--- src/rtl/pic_pkg.sv ---
package pic_pkg;
   // control byte bit positions
   localparam int CW_MASK_LSB = 0;
   localparam int CW_MASK_UPD = 3;
   localparam int CW_EDGE_CLR = 4;
   localparam int CW_SER_EN   = 6;
   localparam int CW_SER_BIT  = 7;
   // status byte bit positions
   localparam int ST_MASK_LSB = 0;
   localparam int ST_IEN      = 3;
   localparam int ST_PEND_LSB = 4;
   localparam int ST_SER_IN   = 7;
   // request slots, index 0 has top priority
   localparam int NUM_SRC     = 5;
   localparam int SLOT_NMI    = 0;
   localparam int SLOT_EDGE   = 1;
   localparam int SLOT_MID    = 2;
   localparam int SLOT_LOW    = 3;
   localparam int SLOT_GEN    = 4;
   localparam int NUM_MASK    = 3;
endpackage

--- src/rtl/pic_edge_unit.sv ---
module pic_edge_unit #(
   parameter bit LEVEL_HOLD = 1'b0
) (
   input  logic clk,
   input  logic rst_n,
   input  logic req_i,
   input  logic clr_i,
   output logic pend_o
);
   logic prev_q;
   logic pend_q;
   logic rise;

   assign rise = req_i & ~prev_q;

   always_ff @(posedge clk or negedge rst_n) begin
      if (!rst_n) prev_q <= 1'b0;
      else        prev_q <= req_i;
   end

   generate
      if (LEVEL_HOLD) begin : g_edge_level
         // armed by an edge, dropped as soon as the level goes away
         always_ff @(posedge clk or negedge rst_n) begin
            if (!rst_n) pend_q <= 1'b0;
            else        pend_q <= req_i & (rise | (pend_q & ~clr_i));
         end
         assign pend_o = pend_q & req_i;

         p_needs_level_r11: assert property (@(posedge clk) disable iff (!rst_n)
            !req_i |=> !pend_q);
      end else begin : g_edge_latch
         always_ff @(posedge clk or negedge rst_n) begin
            if (!rst_n) pend_q <= 1'b0;
            else        pend_q <= rise | (pend_q & ~clr_i);
         end
         assign pend_o = pend_q;

         p_latch_keep_r4: assert property (@(posedge clk) disable iff (!rst_n)
            (pend_q && !clr_i) |=> pend_q);
         p_latch_clear_r6: assert property (@(posedge clk) disable iff (!rst_n)
            (clr_i && !rise) |=> !pend_q);
      end
   endgenerate
endmodule

--- src/rtl/pic_ctrl_regs.sv ---
module pic_ctrl_regs
   import pic_pkg::*;
#(
   parameter int MASKS = NUM_MASK
) (
   input  logic             clk,
   input  logic             rst_n,
   input  logic             wr_i,
   input  logic [7:0]       wdata_i,
   input  logic             ien_set_i,
   input  logic             ien_clr_i,
   input  logic             take_any_i,
   output logic [MASKS-1:0] mask_o,
   output logic             ien_o,
   output logic             ser_out_o,
   output logic             edge_clr_o
);
   logic unused_wbits;
   assign unused_wbits = wdata_i[5];

   if (MASKS + CW_MASK_LSB > CW_MASK_UPD) begin : g_bad_masks
      $error("mask field overlaps the update bit");
   end

   always_ff @(posedge clk or negedge rst_n) begin
      if (!rst_n)
         mask_o <= '1;
      else if (wr_i && wdata_i[CW_MASK_UPD])
         mask_o <= wdata_i[CW_MASK_LSB +: MASKS];
   end

   always_ff @(posedge clk or negedge rst_n) begin
      if (!rst_n)                      ien_o <= 1'b0;
      else if (take_any_i || ien_clr_i) ien_o <= 1'b0;
      else if (ien_set_i)              ien_o <= 1'b1;
   end

   always_ff @(posedge clk or negedge rst_n) begin
      if (!rst_n)
         ser_out_o <= 1'b0;
      else if (wr_i && wdata_i[CW_SER_EN])
         ser_out_o <= wdata_i[CW_SER_BIT];
   end

   assign edge_clr_o = wr_i & wdata_i[CW_EDGE_CLR];

   p_mask_hold_r5: assert property (@(posedge clk) disable iff (!rst_n)
      (wr_i && !wdata_i[CW_MASK_UPD]) |=> $stable(mask_o));
   p_ien_drop_r10: assert property (@(posedge clk) disable iff (!rst_n)
      take_any_i |=> !ien_o);
   p_ser_hold_r7: assert property (@(posedge clk) disable iff (!rst_n)
      !(wr_i && wdata_i[CW_SER_EN]) |=> $stable(ser_out_o));
endmodule

--- src/rtl/pic_arbiter.sv ---
module pic_arbiter #(
   parameter int                     SRCS       = 5,
   parameter int                     VEC_W      = 16,
   parameter int                     NONVEC_IDX = 4,
   parameter logic [SRCS*VEC_W-1:0]  VEC_TABLE  = '0
) (
   input  logic             clk,
   input  logic             rst_n,
   input  logic             boundary_i,
   input  logic [SRCS-1:0]  req_i,
   output logic [SRCS-1:0]  grant_o,
   output logic             take_o,
   output logic [VEC_W-1:0] vec_o,
   output logic             ack_o
);
   logic             found;
   logic [VEC_W-1:0] sel_vec;

   if (NONVEC_IDX >= SRCS) begin : g_bad_idx
      $error("non-vectored slot out of range");
   end

   always_comb begin
      grant_o = '0;
      found   = 1'b0;
      for (int i = 0; i < SRCS; i++) begin
         if (boundary_i && req_i[i] && !found) begin
            grant_o[i] = 1'b1;
            found      = 1'b1;
         end
      end
   end

   always_comb begin
      sel_vec = '0;
      for (int i = 0; i < SRCS; i++) begin
         if (grant_o[i] && i != NONVEC_IDX)
            sel_vec = VEC_TABLE[i*VEC_W +: VEC_W];
      end
   end

   always_ff @(posedge clk or negedge rst_n) begin
      if (!rst_n) begin
         take_o <= 1'b0;
         vec_o  <= '0;
         ack_o  <= 1'b0;
      end else begin
         take_o <= found;
         vec_o  <= sel_vec;
         ack_o  <= grant_o[NONVEC_IDX];
      end
   end

   p_single_grant_r1: assert property (@(posedge clk) disable iff (!rst_n)
      $onehot0(grant_o));
   p_take_after_boundary_r3: assert property (@(posedge clk) disable iff (!rst_n)
      take_o |-> $past(boundary_i));
   p_ack_nonvec_r2: assert property (@(posedge clk) disable iff (!rst_n)
      ack_o |-> (take_o && vec_o == '0));
endmodule

--- src/rtl/pic_vec_ctrl.sv ---
module pic_vec_ctrl
   import pic_pkg::*;
#(
   parameter int          VEC_W    = 16,
   parameter logic [15:0] NMI_VEC  = 16'h0024,
   parameter logic [15:0] EDGE_VEC = 16'h003C,
   parameter logic [15:0] MID_VEC  = 16'h0034,
   parameter logic [15:0] LOW_VEC  = 16'h002C
) (
   input  logic             clk,
   input  logic             rst_n,
   input  logic             nmi_i,
   input  logic             edge_irq_i,
   input  logic             mid_irq_i,
   input  logic             low_irq_i,
   input  logic             gen_irq_i,
   input  logic             ien_set_i,
   input  logic             ien_clr_i,
   input  logic             ctl_wr_i,
   input  logic [7:0]       ctl_wdata_i,
   output logic [7:0]       status_o,
   input  logic             ser_in_i,
   output logic             ser_out_o,
   input  logic             boundary_i,
   output logic             take_o,
   output logic [VEC_W-1:0] take_vec_o,
   output logic             take_ack_o
);
   localparam logic [NUM_SRC*VEC_W-1:0] VTAB = {
      {VEC_W{1'b0}},
      VEC_W'(LOW_VEC), VEC_W'(MID_VEC), VEC_W'(EDGE_VEC), VEC_W'(NMI_VEC)};

   if (VEC_W < 8 || VEC_W > 16) begin : g_bad_width
      $error("VEC_W must be 8 to 16");
   end

   logic [NUM_MASK-1:0] mask;
   logic                ien;
   logic                edge_clr;
   logic                nmi_pend;
   logic                edge_pend;
   logic [NUM_SRC-1:0]  qual;
   logic [NUM_SRC-1:0]  grant;

   pic_edge_unit #(.LEVEL_HOLD(1'b1)) u_nmi (
      .clk(clk), .rst_n(rst_n), .req_i(nmi_i),
      .clr_i(grant[SLOT_NMI]), .pend_o(nmi_pend));

   pic_edge_unit #(.LEVEL_HOLD(1'b0)) u_edge (
      .clk(clk), .rst_n(rst_n), .req_i(edge_irq_i),
      .clr_i(edge_clr | grant[SLOT_EDGE]), .pend_o(edge_pend));

   pic_ctrl_regs #(.MASKS(NUM_MASK)) u_regs (
      .clk(clk), .rst_n(rst_n), .wr_i(ctl_wr_i), .wdata_i(ctl_wdata_i),
      .ien_set_i(ien_set_i), .ien_clr_i(ien_clr_i), .take_any_i(|grant),
      .mask_o(mask), .ien_o(ien), .ser_out_o(ser_out_o), .edge_clr_o(edge_clr));

   // mask bit 0 -> low, 1 -> mid, 2 -> edge
   always_comb begin
      qual            = '0;
      qual[SLOT_NMI]  = nmi_pend;
      qual[SLOT_EDGE] = edge_pend  & ~mask[2] & ien;
      qual[SLOT_MID]  = mid_irq_i  & ~mask[1] & ien;
      qual[SLOT_LOW]  = low_irq_i  & ~mask[0] & ien;
      qual[SLOT_GEN]  = gen_irq_i  & ien;
   end

   pic_arbiter #(.SRCS(NUM_SRC), .VEC_W(VEC_W), .NONVEC_IDX(SLOT_GEN),
                 .VEC_TABLE(VTAB)) u_arb (
      .clk(clk), .rst_n(rst_n), .boundary_i(boundary_i), .req_i(qual),
      .grant_o(grant), .take_o(take_o), .vec_o(take_vec_o), .ack_o(take_ack_o));

   always_comb begin
      status_o = '0;
      status_o[ST_MASK_LSB +: NUM_MASK] = mask;
      status_o[ST_IEN]                  = ien;
      status_o[ST_PEND_LSB]             = low_irq_i;
      status_o[ST_PEND_LSB+1]           = mid_irq_i;
      status_o[ST_PEND_LSB+2]           = edge_pend;
      status_o[ST_SER_IN]               = ser_in_i;
   end

   p_take_drops_ien_r10: assert property (@(posedge clk) disable iff (!rst_n)
      take_o |-> !status_o[ST_IEN]);
   p_masked_gen_r9: assert property (@(posedge clk) disable iff (!rst_n)
      (boundary_i && !ien && !nmi_pend) |=> !take_o);
endmodule

--- config.mk ---
export PLATFORM = sky130hd
export DESIGN_NAME = pic_vec_ctrl
export DESIGN_NICKNAME = d
export VERILOG_FILES = /design/src/rtl/pic_pkg.sv /design/src/rtl/pic_edge_unit.sv /design/src/rtl/pic_ctrl_regs.sv /design/src/rtl/pic_arbiter.sv /design/src/rtl/pic_vec_ctrl.sv
export SDC_FILE = /design/constraint.sdc
export NUM_CORES = 1
export LEC_CHECK = 0
export CORE_AREA = 2 2 49 51
export DETAILED_ROUTE_END_ITERATION = 8
export DIE_AREA = 0 0 51 53
export GPL_TIMING_DRIVEN = 0
export PLACE_DENSITY_LB_ADDON = 0.15
export SLEW_MARGIN = 20
export SYNTH_ARGS = -nofsm -noshare
export SYNTH_HDL_FRONTEND = slang
export SYNTH_SLANG_ARGS = --single-unit
--- constraint.sdc ---
create_clock -name clk -period 1.45 [get_ports clk]
set_input_delay 0.29 -clock clk [delete_from_list [all_inputs] [get_ports clk]]
set_output_delay 0.29 -clock clk [all_outputs]
set_load 0.1 [all_outputs]
==> run summary <==
The top-area cell type share of the netlist area is 0.3860, and the worst clock skew is 0.009136 ns. The logs give 0.495 for the fraction of power consumed by combinational cells and 1.13 ns for the data arrival time of the critical path. The count of nets left with antenna violations once routing finished came out at 0. The initialized floorplan defines 17 standard-cell rows. The number of global-route vias before repair was 468; the largest stage delay on the critical path was 0.63 ns. In this run the power density over the cells is 1215 mW/mm^2.

The post-synthesis compound-gate area fraction was 0.08772. Clock-pin slew was measured on the worst setup and hold paths at 0.08 ns. The number of max-cap violations was 0; the count of final hold-check violations was 0. The number of port buffers was 32. The run finished with clean final reports.

The total number of vias is 549, and the area growth from synthesis to layout is 58.42%. After detailed routing, the average wire length per cell comes to 9.655 um. Critical path capture point type: a primary output. Entering global routing, the biggest net connects 15 pins.

The area share of xor/xnor cells in the synthesized design was 0; the number of enable flip-flop cells after synthesis was 0. The critical path goes through buf_6. The category of the worst setup path launch point is a flop. The analysis attributes to cell leakage a power of 0.5685 nW.

Via count normalized by instance count: 3.950. The final cycle utilization of the critical path is 0.9765, and the overall power of the completed layout is 1.373 mW. Counting distinct cell types in the post-synthesis netlist gives 22.

The count of buffering cells on the critical path with inverters included was 1. For the worst hold slack after final layout, the log shows 0.3969 ns. The run gives 0.162 as the clock network fraction of design power. The count of antenna diodes in the layout is 0. After technology mapping, the gate count stands at 64. The analysis attributes to net switching a power of 0.6480 mW. The area enclosed by the die boundary came out at 0.002703 mm^2.

The cell type group with the largest total delay on the critical path is flip-flops. The ratio of cells with drive above 1 in the final layout was 0.4324; the number of synthesis warnings was 0. The logs give 1980 um for the global-route wire length before repair and 0.3320 for the starting density of the core. TritonCTS built the clock tree. Of all nets on the critical path, the largest fanout is 3. The tools report the total number of clock tree sinks as 14. The share of flip-flops with an asynchronous set or reset is 1.000, and the maximum frequency from static timing analysis is 706.3 MHz. Main combinational cell family by area after synthesis: buffers and inverters. The tools report the clock tree buffer depth as 2.

Post-synthesis share of cell area spent on and, or, nand and nor gates: 0.1474. The number of placed instances with taps included is 135, and the minimum clock period is 1.416 ns. The die is 51 um wide. For the core area, the log shows 0.002148 mm^2.

The class of the tightest hold or removal check is in2async. By area the synthesized netlist is led by sky130_fd_sc_hd__dfrtp_1, sky130_fd_sc_hd__buf_4, sky130_fd_sc_hd__dfstp_2. Internal power comes to 0.7251 mW. In this run the cell area of the synthesized design comes to 713.2 um^2. The run gives -0.8351 ns as the minimum setup slack after placement. The number of antenna violations at the first check in global routing is 0.

The CTS buffer count was 3. The tools report the overall routing resource usage as 0.1032. Among all stages on the critical path, the largest delay is contributed by sky130_fd_sc_hd__dfstp_4. The synthesized design contains 14 register bits.

The power share of the sequential group was 0.343; the mean area per synthesized cell was 11.14 um^2. The tools report the H-tree level count as 1. The adder-cell area share of the yosys netlist was 0; the worst endpoint required time was 1.16 ns.

At the pin with the least slew margin, the transition time is 0.6184 ns. Setup violations remaining at the end of the flow were counted as 0. The prevailing post-synth register cell was sky130_fd_sc_hd__dfrtp_1.

The total overflow left after global routing is 0. The height of the die was 53 um; the finished layout cell area was 0.001130 mm^2. 47 I/O pins were placed. The number of nets in the layout was 132.

The worst max-slew margin expressed relative to the limit is 0.5865. Setup repair after global routing left no endpoint under its margin. The multiplexer fraction of the synthesized cell area was 0.06316. By count the netlist is led by sky130_fd_sc_hd__buf_4, sky130_fd_sc_hd__dfrtp_1, sky130_fd_sc_hd__nand2_1, sky130_fd_sc_hd__mux2_2. The tools report the post-detailed-placement cell area as 0.001119 mm^2. The routed design has 1342 um of wire. After the first detailed-routing iteration, the DRC count stood at 0. The path type of the worst setup path was reg2out.

The first-pass iteration count of the detailed router was 1. The switching part of the total power was 0.4719; the part of the Yosys area used for sequential elements was 0.4965. The most repeated cell in the gate-level netlist after synthesis is sky130_fd_sc_hd__buf_4.

The run gives 0.5473 mV as the worst ir drop on vdd. Buffers inserted to repair hold after CTS numbered 0. The later pin in the worst-skew pair is clocked with a latency of 0.27 ns. The tools report the global placement routability congestion as 0.7251. The finished layout holds 139 standard cells, fillers aside. The total count of max-transition violations in the final report was 0. The biggest area contributor in the post-synthesis netlist is sky130_fd_sc_hd__dfrtp_1. The cell sitting at the root of the clock tree is a sky130_fd_sc_hd__clkbuf_4. For the post-detailed-route DRC marker count, the log shows 0. The run gives 0.03414 ns as the minimum setup slack in the final design.
logic make-up (layout without fill, tap and decap cells):
| family | count (synthesis) | after routing |
|---|---|---|
| buf+inv | 20 | 56 |
| simple gates | 19 | 19 |
| flops | 14 | 14 |
| compound gates | 6 | 6 |
| mux | 4 | 4 |
| other cells | 1 | 12 |
metrics by stage:
stage               utilization  TNS, ns
detailed placement       0.5207   -6.648
finish                   0.5259        0
floorplan                     -        0
CTS                      0.5277        0
global route             0.5259        0
global placement         0.5207   -6.623
final timing paths:
| kind | from | to | slack [ns] | depth (start not counted) |
|---|---|---|---|---|
| worst max-delay path | u_regs.mask_o[1] | status_o[1] | 0.03 | 1 |
| worst min-delay path | rst_n | u_edge.prev_q | 0.40 | 1 |
| worst max register to register | u_regs.mask_o[2] | u_arb.vec_o[3] | 0.18 | 3 |
| worst min register to register | u_nmi.prev_q | u_nmi.pend_q | 0.44 | 1 |
| max in group asynchronous | rst_n | u_arb.vec_o[2] | 0.61 | 1 |
| min in group clk | u_nmi.prev_q | u_nmi.pend_q | 0.44 | 1 |
what timing repair did:
item	in CTS	in global routing
gates resized for setup	76	12
endpoints found under the hold margin	0	0
setup endpoints to repair	15	8
setup buffers	0	0
routing by layer:
metal,track usage,wire [um]
met2,0.1450,589
met4,0.09459,43
met1,0.1250,547
met3,0.03107,162
met5,0,0
cells in the final DEF (no fill, tap or decap), drive strengths merged, types with 2 or more instances in the layout:
| cell | count |
|---|---|
| clkbuf | 5 |
| nor2b | 2 |
| conb | 12 |
| inv | 2 |
| clkdlybuf4s50 | 17 |
| nand3 | 3 |
| dfstp | 3 |
| nor3 | 2 |
| nand2 | 6 |
| mux2 | 4 |
| o211ai | 2 |
| buf | 30 |
| dfrtp | 11 |
power groups by stage:
stage | clock, mW | sequential, mW | combinational [mW]
3_3_place_gp | 0 | 0.475 | 0.682
4_1_cts | 0.231 | 0.469 | 0.676
3_5_place_dp | 0 | 0.475 | 0.685
6_report | 0.222 | 0.471 | 0.679
2_1_floorplan | 0 | 0.675 | 0.338
5_1_grt | 0.257 | 0.478 | 0.702
sequential cells by signal, summed over array words and instances, names as in the netlist:
register and cells:
u_arb.ack_o 1, u_regs.ser_out_o 1, u_regs.ien_o 1, u_edge.pend_o 1
u_arb.take_o 1, u_nmi.prev_q 1, u_edge.prev_q 1, u_regs.mask_o 3
u_nmi.pend_q 1, u_arb.vec_o 3
layout make-up:
class                      count  area, um^2
sequential                    14       364.1
fill                         199        1018
buffer                        18       135.1
multi-input combinational     41       257.7
tap                           28       35.03
timing repair buffer          32       304.0
clock buffer                   4       26.28
inverter                       2       7.507
Note: power is estimated with default switching activity, not from simulation.
